--- src/rtl/va_walk_pkg.sv ---
package va_walk_pkg;

    typedef enum logic [2:0] {
        FLT_NONE     = 3'd0,
        FLT_NONCANON = 3'd1,
        FLT_NOTPRES  = 3'd2,
        FLT_RSVD     = 3'd3,
        FLT_PROT     = 3'd4,
        FLT_XD       = 3'd5
    } fault_e;

    typedef enum logic [1:0] {
        ST_IDLE  = 2'd0,
        ST_ISSUE = 2'd1,
        ST_WAIT  = 2'd2,
        ST_DONE  = 2'd3
    } walk_state_e;

endpackage

--- src/rtl/va_canon_split.sv ---
module va_canon_split #(
    parameter int LEVELS = 4,
    parameter int IDX_W  = 9,
    parameter int OFF_W  = 12
) (
    input  logic [63:0]                   vaddr,
    output logic                          canonical,
    output logic [LEVELS-1:0][IDX_W-1:0]  idx,
    output logic [OFF_W-1:0]              offset
);
    localparam int IMPL_W = OFF_W + LEVELS * IDX_W;
    localparam int EXT_W  = 64 - IMPL_W + 1;

    logic [EXT_W-1:0] ext_bits;

    assign ext_bits  = vaddr[63:IMPL_W-1];
    assign canonical = (&ext_bits) | ~(|ext_bits);
    assign offset    = vaddr[OFF_W-1:0];

    generate
        for (genvar g = 0; g < LEVELS; g++) begin : g_idx
            assign idx[g] = vaddr[OFF_W + g*IDX_W +: IDX_W];
        end
    endgenerate

endmodule

--- src/rtl/va_entry_decode.sv ---
module va_entry_decode #(
    parameter int PA_W   = 40,
    parameter int OFF_W  = 12,
    parameter int RSV_HI = 51
) (
    input  logic [63:0]             entry,
    output logic                    present,
    output logic                    writable,
    output logic                    user,
    output logic                    exec_dis,
    output logic                    rsvd_bad,
    output logic [PA_W-OFF_W-1:0]   next_base
);
    localparam int XD_BIT = 63;

    assign present   = entry[0];
    assign writable  = entry[1];
    assign user      = entry[2];
    assign exec_dis  = entry[XD_BIT];
    assign rsvd_bad  = |entry[RSV_HI:PA_W];
    assign next_base = entry[PA_W-1:OFF_W];

endmodule

--- src/rtl/va_fault_pick.sv ---
module va_fault_pick
    import va_walk_pkg::*;
(
    input  logic   present,
    input  logic   rsvd_bad,
    input  logic   last_level,
    input  logic   w_all,
    input  logic   u_all,
    input  logic   x_all,
    input  logic   nx_on,
    input  logic   want_w,
    input  logic   want_u,
    input  logic   want_x,
    output fault_e cause
);
    always_comb begin
        cause = FLT_NONE;
        if (!present)
            cause = FLT_NOTPRES;
        else if (rsvd_bad)
            cause = FLT_RSVD;
        else if (last_level) begin
            if (want_x && nx_on && x_all)
                cause = FLT_XD;
            else if ((want_w && !w_all) || (want_u && !u_all))
                cause = FLT_PROT;
        end
    end

endmodule

--- src/rtl/va_walker.sv ---
module va_walker
    import va_walk_pkg::*;
#(
    parameter int PA_W   = 40,
    parameter int LEVELS = 4,
    parameter int IDX_W  = 9,
    parameter int OFF_W  = 12,
    parameter int RSV_HI = 51
) (
    input  logic                   clk,
    input  logic                   rst_n,
    input  logic                   req_valid,
    output logic                   req_ready,
    input  logic [63:0]            req_vaddr,
    input  logic                   req_write,
    input  logic                   req_user,
    input  logic                   req_fetch,
    input  logic [PA_W-OFF_W-1:0]  root_base,
    input  logic                   nx_enable,
    output logic                   mem_req_valid,
    input  logic                   mem_req_ready,
    output logic [63:0]            mem_req_addr,
    input  logic                   mem_rsp_valid,
    input  logic [63:0]            mem_rsp_data,
    output logic                   rsp_valid,
    input  logic                   rsp_ready,
    output logic [PA_W-1:0]        rsp_paddr,
    output logic [2:0]             rsp_cause,
    output logic                   rsp_writable,
    output logic                   rsp_user
);
    localparam int BASE_W  = PA_W - OFF_W;
    localparam int LVL_W   = (LEVELS > 1) ? $clog2(LEVELS) : 1;
    localparam int ENT_SH  = 3;

    walk_state_e state_q, state_d;

    logic [63:0]       va_q;
    logic              want_w_q, want_u_q, want_x_q, nx_q;
    logic [BASE_W-1:0] base_q;
    logic [LVL_W-1:0]  lvl_q;
    logic              w_acc_q, u_acc_q, x_acc_q;
    fault_e            cause_q;
    logic [PA_W-1:0]   paddr_q;
    logic              rw_q, ru_q;

    logic [63:0]                  split_va;
    logic                         va_canon;
    logic [LEVELS-1:0][IDX_W-1:0] va_idx;
    logic [OFF_W-1:0]             va_off;

    logic              e_present, e_w, e_u, e_xd, e_rsvd;
    logic [BASE_W-1:0] e_base;
    logic              last_lvl;
    logic              w_all, u_all, x_all;
    fault_e            pick;
    logic [PA_W-1:0]   entry_addr;

    assign split_va = (state_q == ST_IDLE) ? req_vaddr : va_q;

    va_canon_split #(
        .LEVELS (LEVELS),
        .IDX_W  (IDX_W),
        .OFF_W  (OFF_W)
    ) u_split (
        .vaddr     (split_va),
        .canonical (va_canon),
        .idx       (va_idx),
        .offset    (va_off)
    );

    va_entry_decode #(
        .PA_W   (PA_W),
        .OFF_W  (OFF_W),
        .RSV_HI (RSV_HI)
    ) u_decode (
        .entry     (mem_rsp_data),
        .present   (e_present),
        .writable  (e_w),
        .user      (e_u),
        .exec_dis  (e_xd),
        .rsvd_bad  (e_rsvd),
        .next_base (e_base)
    );

    assign last_lvl = (lvl_q == '0);
    assign w_all    = w_acc_q & e_w;
    assign u_all    = u_acc_q & e_u;
    assign x_all    = x_acc_q | e_xd;

    va_fault_pick u_pick (
        .present    (e_present),
        .rsvd_bad   (e_rsvd),
        .last_level (last_lvl),
        .w_all      (w_all),
        .u_all      (u_all),
        .x_all      (x_all),
        .nx_on      (nx_q),
        .want_w     (want_w_q),
        .want_u     (want_u_q),
        .want_x     (want_x_q),
        .cause      (pick)
    );

    assign entry_addr = {base_q, {OFF_W{1'b0}}}
                      + PA_W'({va_idx[lvl_q], {ENT_SH{1'b0}}});

    // next-state logic
    always_comb begin
        state_d = state_q;
        unique case (state_q)
            ST_IDLE:  if (req_valid) state_d = va_canon ? ST_ISSUE : ST_DONE;
            ST_ISSUE: if (mem_req_ready) state_d = ST_WAIT;
            ST_WAIT:  if (mem_rsp_valid)
                          state_d = (pick != FLT_NONE || last_lvl) ? ST_DONE : ST_ISSUE;
            ST_DONE:  if (rsp_ready) state_d = ST_IDLE;
            default:  state_d = ST_IDLE;
        endcase
    end

    // state register
    always_ff @(posedge clk) begin
        if (!rst_n) state_q <= ST_IDLE;
        else        state_q <= state_d;
    end

    // walk datapath
    always_ff @(posedge clk) begin
        if (!rst_n) begin
            va_q     <= '0;
            want_w_q <= 1'b0;
            want_u_q <= 1'b0;
            want_x_q <= 1'b0;
            nx_q     <= 1'b0;
            base_q   <= '0;
            lvl_q    <= '0;
            w_acc_q  <= 1'b1;
            u_acc_q  <= 1'b1;
            x_acc_q  <= 1'b0;
            cause_q  <= FLT_NONE;
            paddr_q  <= '0;
            rw_q     <= 1'b0;
            ru_q     <= 1'b0;
        end else begin
            unique case (state_q)
                ST_IDLE: if (req_valid) begin
                    va_q     <= req_vaddr;
                    want_w_q <= req_write;
                    want_u_q <= req_user;
                    want_x_q <= req_fetch;
                    nx_q     <= nx_enable;
                    base_q   <= root_base;
                    lvl_q    <= LVL_W'(LEVELS - 1);
                    w_acc_q  <= 1'b1;
                    u_acc_q  <= 1'b1;
                    x_acc_q  <= 1'b0;
                    cause_q  <= va_canon ? FLT_NONE : FLT_NONCANON;
                    paddr_q  <= '0;
                    rw_q     <= 1'b0;
                    ru_q     <= 1'b0;
                end
                ST_WAIT: if (mem_rsp_valid) begin
                    w_acc_q <= w_all;
                    u_acc_q <= u_all;
                    x_acc_q <= x_all;
                    base_q  <= e_base;
                    lvl_q   <= lvl_q - 1'b1;
                    if (pick != FLT_NONE) begin
                        cause_q <= pick;
                    end else if (last_lvl) begin
                        paddr_q <= {e_base, va_off};
                        rw_q    <= w_all;
                        ru_q    <= u_all;
                    end
                end
                default: ;
            endcase
        end
    end

    // outputs
    always_comb begin
        req_ready     = (state_q == ST_IDLE);
        mem_req_valid = (state_q == ST_ISSUE);
        mem_req_addr  = 64'(entry_addr);
        rsp_valid     = (state_q == ST_DONE);
        rsp_paddr     = paddr_q;
        rsp_cause     = cause_q;
        rsp_writable  = rw_q;
        rsp_user      = ru_q;
    end

    a_r10_req_hold: assert property (@(posedge clk) disable iff (!rst_n)
        mem_req_valid && !mem_req_ready |=> mem_req_valid && $stable(mem_req_addr));

    a_r10_single_read: assert property (@(posedge clk) disable iff (!rst_n)
        mem_req_valid && mem_req_ready |=> !mem_req_valid);

    a_r9_rsp_hold: assert property (@(posedge clk) disable iff (!rst_n)
        rsp_valid && !rsp_ready |=> rsp_valid && $stable(rsp_cause)
                                    && $stable(rsp_paddr) && $stable(rsp_writable));

    a_r9_busy_refuse: assert property (@(posedge clk) disable iff (!rst_n)
        (rsp_valid || mem_req_valid) |-> !req_ready);

    a_r1_noncanon_direct: assert property (@(posedge clk) disable iff (!rst_n)
        req_valid && req_ready && (req_vaddr[63:47] != '0) && (req_vaddr[63:47] != '1)
        |=> rsp_valid && rsp_cause == 3'd1);

    a_r12_fault_zero: assert property (@(posedge clk) disable iff (!rst_n)
        rsp_valid && rsp_cause != 3'd0 |-> rsp_paddr == '0 && !rsp_writable && !rsp_user);

    a_r4_stop_on_absent: assert property (@(posedge clk) disable iff (!rst_n)
        state_q == ST_WAIT && mem_rsp_valid && !mem_rsp_data[0]
        |=> rsp_valid && rsp_cause == 3'd2);

endmodule

--- config.mk ---
export PLATFORM = sky130hd
export DESIGN_NAME = va_walker
export DESIGN_NICKNAME = d
export VERILOG_FILES = /design/src/rtl/va_walk_pkg.sv /design/src/rtl/va_canon_split.sv /design/src/rtl/va_entry_decode.sv /design/src/rtl/va_fault_pick.sv /design/src/rtl/va_walker.sv
export SDC_FILE = /design/constraint.sdc
export NUM_CORES = 1
export LEC_CHECK = 0
export ABC_CLOCK_PERIOD_IN_PS = 2100
export BUFFER_PORTS_ARGS = -buffer_cell sky130_fd_sc_hd__buf_2
export CAP_MARGIN = 5
export CORE_UTILIZATION = 45
export CTS_BUF_LIST = sky130_fd_sc_hd__clkbuf_4 sky130_fd_sc_hd__clkbuf_8 sky130_fd_sc_hd__clkbuf_16
export DETAILED_ROUTE_END_ITERATION = 16
export PLACE_DENSITY = 0.75
export SKIP_CTS_REPAIR_TIMING = 1
export SLEW_MARGIN = 30
export SYNTH_ARGS = -nofsm -noshare
export SYNTH_HDL_FRONTEND = slang
export SYNTH_SLANG_ARGS = --single-unit
--- constraint.sdc ---
create_clock -name clk -period 2.1 [get_ports clk]
set_input_delay 0.105 -clock clk [delete_from_list [all_inputs] [get_ports clk]]
set_output_delay 0.105 -clock clk [all_outputs]
set_load 0.02 [all_outputs]
==> results of run 1 <==
power groups by stage:
stage                     sequential (uW)  clock (uW)  combinational [uW]
after global placement               3170           0                1630
after global routing                 3150        3360                2240
final                                3130        3160                2090
after floorplan                      3260           0                1020
after CTS                            3120        3210                1660
after detailed placement             3180           0                1650
registers in the layout, indices dropped and copies added (netlist names), 2 cells and up:
name and flops:
rsp_paddr 40, lvl_q 2, state_q 2, base_q 28
rsp_cause 3, va_q 64
metal layers:
metal / vias to the layer above / global-route usage, % / share of wire [%] / wire [um]
met5: - / 0 / 0 / 0
met4: 0 / 9.92 / 3.9 / 878
met3: 79 / 6.70 / 7.2 / 1620
met2: 380 / 38.9 / 50 / 11300
met1: 3356 / 29.9 / 39 / 8910
li1: 3433 / - / - / -
worst min-delay path, cell delays in order:
cell	delay, ns
buf_2	0.10
nand2_1	0.07
a311oi_1	0.09
final cells by class:
cell class,instances,area [um^2],area share [%]
multi-input cells,598,3420,33.9
flip-flops and latches,148,2970,29.5
repair buffers,387,2830,28.1
clock buffers,20,460,4.57
well taps,184,230,2.29
clock inverters,12,153,1.52
inverters,3,12.5,0.124
diodes,1,2.50,0.0249
worst paths after layout:
check / to / slack [ns]
worst min-delay path: base_q[6] / 0.002
worst min register to register: rsp_paddr[9] / 0.45
worst max-delay path: mem_req_addr[11] / -0.006
worst max register to register: base_q[5] / 0.14
placed cells by master, fill, tap and decap left out, drive strengths merged, types with 3 or more instances in the layout:
master and count:
bufinv 3, mux4 18, nor3 6, clkinv 5
nor4 8, conb 27, nor2b 3, o21ai 46
nand4 12, nand2 270, nor2 37, clkinvlp 4
a21oi 71, dlygate4sd3 128, a311oi 30, dfxtp 148
buf 257, nand3 46, inv 3, clkbuf 22
per-stage QoR:
stage,setup TNS (ns),std cells
after global routing,-0.438,1353
after detailed placement,0,1185
final,-0.0110,1353
after floorplan,0,838
after global placement,0,1185
after CTS,-0.837,1217
cells in the mapped netlist (9+ instances only):
cell	n	area, um^2
nand3_1	26	130
buf_2	11	55.1
buf_6	9	101
o21ai_2	22	193
dfxtp_1	148	2960
nand3_2	20	200
a311oi_1	30	263
nand4_1	11	68.8
mux4_2	18	405
buf_4	30	225
nand2_1	269	1010
clkbuf_1	38	143
o21ai_1	18	90.1
a21oi_1	71	355
nor2_1	35	131
logic make-up after synthesis:
kind of cell | share of synthesized area, %
muxes | 6.46
AOI/OAI and AO/OA | 15.2
and+or+nand+nor | 26.3
other | 0.0555
adders and majority gates | 0.185
buffers and inverters | 8.00
DFF | 43.8
==> results.ini, run 1 <==
[drt]
antenna_left = 0
routed_via_density = 5.36
wl_um = 22700
detail_route.first_pass.iterations = 5
vias = 7248
drt_first_iter_violations = 489
wl_per_cell_um = 16.7
drc = 0

[worst_setup_path]
crit_start = state_q[0]
arrival_ns = 2.00
critPathSlowestCell = mux4_2
crit_type = reg -> out
rr_worst_depth = 8
slowest_delay_ns = 0.49
critPathRequiredTime_ns = 2.00
timing.rr.start = state_q[0]
crit_path_cell_trace = nor2_4 -> buf_12 -> clkbuf_16 -> mux4_2 -> nand2_1 -> nand2_2 -> buf_6
critPathMaxFanout = 5
cp_num_buf_inv = 3
crit_family = multiplexers
worst-path-stages = 7
start_kind = register
worst_setup_path_end_kind = primary output

[placement]
dpl_cell_area_mm2 = 0.00795
io_buffers = 230
place.gp.congestion = 0.805
place_ws_ns = 0.274
dp_hpwl_um = 12800

[synthesis]
avgSynthCellArea_um2 = 8.32
syn_area_mm2 = 0.00676
ys_types = 48
ys_ff_latch = 148
synth_edf_count = 0
synth_ff_type = dfxtp_1
ys_warn_count = 0
async_reset_ff_share_pct = 0
yosysSeqAreaShare_pct = 43.8
synthCells = 812

[grt]
grt_max_degree = 92
grt_pass1_vias = 5840
antenna_found_initial = 1
grt-ovfl-total = 0
track_usage_pct = 24.0
grt_pass1_wl_um = 29600

[clock_network]
cts_buffers = 17
clk_latency_ns = 0.42
cts-htree-levels = 4
root_buffer = clkbuf_16
cts_tree = built
clk_path_buf_depth = 2
path_clk_slew_ns = 0.06
clock-sinks = 148

[timing]
worst_pin_slew_ns = 0.738
min_period_ns = 2.11
finalCritPeriodShare_pct = 100
fin_skew_ns = 0.00878
setup_slack_ns = -0.00604
finalSetupViolations = 3
slew_violations = 0
holdWs_ns = 0.00214
hold_viol = 0
slew_headroom_pct = 50.8
max_freq_mhz = 475
rsz0062_at_grt = true

[cells_and_area]
fillerInstances = 1082
nets = 1322
final_layout_size_suffix_gt1_share_pct = 32.8
area_growth_pct = 49.0
final_core_util_pct = 69.0
fin_area_mm2 = 0.0101

[min_path]
holdCritStartpoint = root_base[6]
holdPathStages = 3
min_path_type = in -> reg

[power]
power_switching_uw = 2500
powerDensity_mw_per_mm2 = 833
report.power.total_uw = 8380
p_int_uw = 5890
p_leak_uw = 0.00426
peakVddDrop_v = 0.000552
power.share.switching_pct = 29.8
p_clk_share_pct = 37.7
power_frac_comb_pct = 24.9
p_seq_share_pct = 37.3

[die]
core_area_mm2 = 0.0146
die_w_um = 125
io_pins = 278
fp.dieH_um = 125
die_area_mm2 = 0.0155
core.rowCount = 44
start_util_pct = 46.3

[outcome]
violations = setup timing
status = finished, violations left

[flow_run]
cap_viol_max_count = 0

Note: power is estimated with default switching activity, not from simulation.
==> run 2, diff against run 1 <==
ABC_CLOCK_PERIOD_IN_PS = 1780   (was 2100)
CORE_MARGIN = 8   (was default)
CORE_UTILIZATION = 44   (was 45)
PLACE_DENSITY = 0.77   (was 0.75)
clock period = 1.78 ns   (was 2.1 ns; I/O delays follow)
==> run 2 against run 1 <==
Compared with the run above:
- register-to-register slack lost 0.14 ns
- the run ends with hold timing, setup timing left
- non-clock buffer count grew 14
- sequential share of layout area shrank 0.41 points
- first-iteration DRC count grew 13%
- highest routed layer unchanged
- clock skew shrank 0.0015 ns
- die area grew 26%
- sequential cell count is the same
- combinational power grew 15%
==> results.ini, run 2 (same netlist as run 1, synthesis figures left out) <==
[outcome]
status = finished, violations left
violations = hold timing, setup timing

[die]
start_util_pct = 44.8
die_area_mm2 = 0.0196
io_pins = 278
core_area_mm2 = 0.0151
fp.dieH_um = 140
core.rowCount = 45
die_w_um = 140

[timing]
slew_violations = 0
finalCritPeriodShare_pct = 116
slew_headroom_pct = 66.1
setup_slack_ns = -0.291
min_period_ns = 2.07
hold_viol = 2
finalSetupViolations = 9
worst_pin_slew_ns = 0.507
fin_skew_ns = 0.00731
setup_tns_ns = -2.02
rsz0062_at_grt = true
max_freq_mhz = 483
holdWs_ns = -0.0112

[worst_setup_path]
critPathRequiredTime_ns = 1.69
reg2reg_to = rsp_paddr[0]
crit_path_cell_trace = nor2_4 -> buf_12 -> mux4_2 -> nand2_1 -> nand2_1 -> buf_2
arrival_ns = 1.98
path_common_cell = nand2_1
timing.rr.start = state_q[1]
rr_worst_depth = 6
crit_type = reg -> out
cp_num_buf_inv = 2
r2r_slack_ns = 0
crit_family = multiplexers
slowest_delay_ns = 0.52
start_kind = register
critPathSlowestCell = mux4_2
critPathMaxFanout = 12
worst_setup_path_end_kind = primary output

[cells_and_area]
fillerInstances = 1106
largest_register_ffs = 64
final_cell_mix = 265 x nand2_1, 230 x buf_2, 146 x dfxtp_1, 128 x dlygate4sd3_1, 71 x a21oi_1
final_core_util_pct = 67.6
register_area_mm2 = 0.00297
final_common_cell = nand2_1
multiInputGateArea_mm2 = 0.00340
top_register = va_q
fin_area_mm2 = 0.0102
nets = 1336
final_layout_size_suffix_gt1_share_pct = 32.8
area_growth_pct = 51.0

[drt]
wl_um = 25500
drt_first_iter_violations = 551
wl_per_cell_um = 18.6
routed_via_density = 5.42
drc = 0
vias = 7436
antenna_left = 0
detail_route.first_pass.iterations = 5

[placement]
dp_hpwl_um = 14700
dpl_cell_area_mm2 = 0.00807
place.gp.congestion = 0.838
io_buffers = 230

[min_path]
holdCritStartpoint = mem_rsp_data[63]
worst_hold_path.endpoint = x_acc_q
min_path_type = in -> reg
holdPathStages = 3

[power]
power_switching_uw = 2930
p_seq_share_pct = 37.2
peakVddDrop_v = 0.000719
p_leak_uw = 0.00436
power.share.switching_pct = 29.5
power_frac_comb_pct = 24.1
p_int_uw = 7000
powerDensity_mw_per_mm2 = 973
report.power.total_uw = 9930
p_clk_share_pct = 38.7

[clock_network]
clk_path_buf_depth = 2
path_clk_slew_ns = 0.06
cts_buffers = 17
clock-sinks = 148
root_buffer = clkbuf_16
cts_tree = built
clk_latency_ns = 0.42
cts-htree-levels = 4

[flow_run]
cap_viol_max_count = 0

[grt]
grt_pass1_vias = 6223
antenna_found_initial = 3
grt_pass1_wl_um = 31700
track_usage_pct = 19.9
grt_max_degree = 71
grt-ovfl-total = 0

==> run 2: changes by cell type in the layout (fill, tap and decap cells not counted), moves of 2 or more <==
cell,previous run,this run
buf_2,221,230
nand2_2,17,4
clkinv_4,0,3
diode_2,1,3
buf_6,8,3
nand2_1,253,265
clkinvlp_4,4,1
buf_4,21,28
clkbuf_16,19,23
==> run 2: layout make-up <==
class                   count  share of cell area, %
diodes                      3                 0.0736
clock buffers              20                   4.45
clock inverters            12                   1.74
inverters                   3                  0.123
multi-input cells         598                   33.4
flip-flops and latches    148                   29.1
well taps                 188                   2.31
repair buffers            401                   28.9
==> run 2: worst max path at each step <==
stage,endpoint,cells past startpoint,startpoint
floorplan,rsp_paddr[11],9,lvl_q[0]
global placement,rsp_paddr[39],8,mem_rsp_data[41]
detailed placement,rsp_cause[2],7,lvl_q[0]
CTS,mem_req_addr[6],6,state_q[1]
global route,mem_req_addr[5],6,state_q[1]
finish,mem_req_addr[5],6,state_q[1]
==> run 2: through the flow <==
step / instances / hold WS (ns) / setup slack [ns]
final: 1373 / -0.0112 / -0.291
after detailed placement: 1200 / 0.335 / 0.0244
after global placement: 1200 / 0.333 / 0.0313
after floorplan: 838 / 0.198 / 0.0438
after global routing: 1373 / 0.00468 / -0.355
after CTS: 1232 / -0.104 / -0.391
==> run 2: power groups by stage <==
stage               Combinational (uW)  Clock [uW]  Sequential, uW
floorplan                         1210           0            3850
global placement                  2000           0            3740
detailed placement                2020           0            3750
CTS                               2030        3900            3680
global route                      2580        4050            3710
finish                            2400        3840            3690
==> run 2: metal layers <==
layer / track usage, % / share of wire [%]
met1: 24.0 / 38
met2: 33.4 / 50
met3: 5.64 / 8.2
met4: 7.03 / 3.6
met5: 0 / 0
==> run 2: worst reg2reg max path, cell delays in order (launching register included) <==
cell       delay (ns)
dfxtp_2          0.39
buf_4            0.16
nor2b_4          0.17
and3_1           0.21
nand4_4          0.23
clkbuf_16        0.29
o21ai_0          0.24
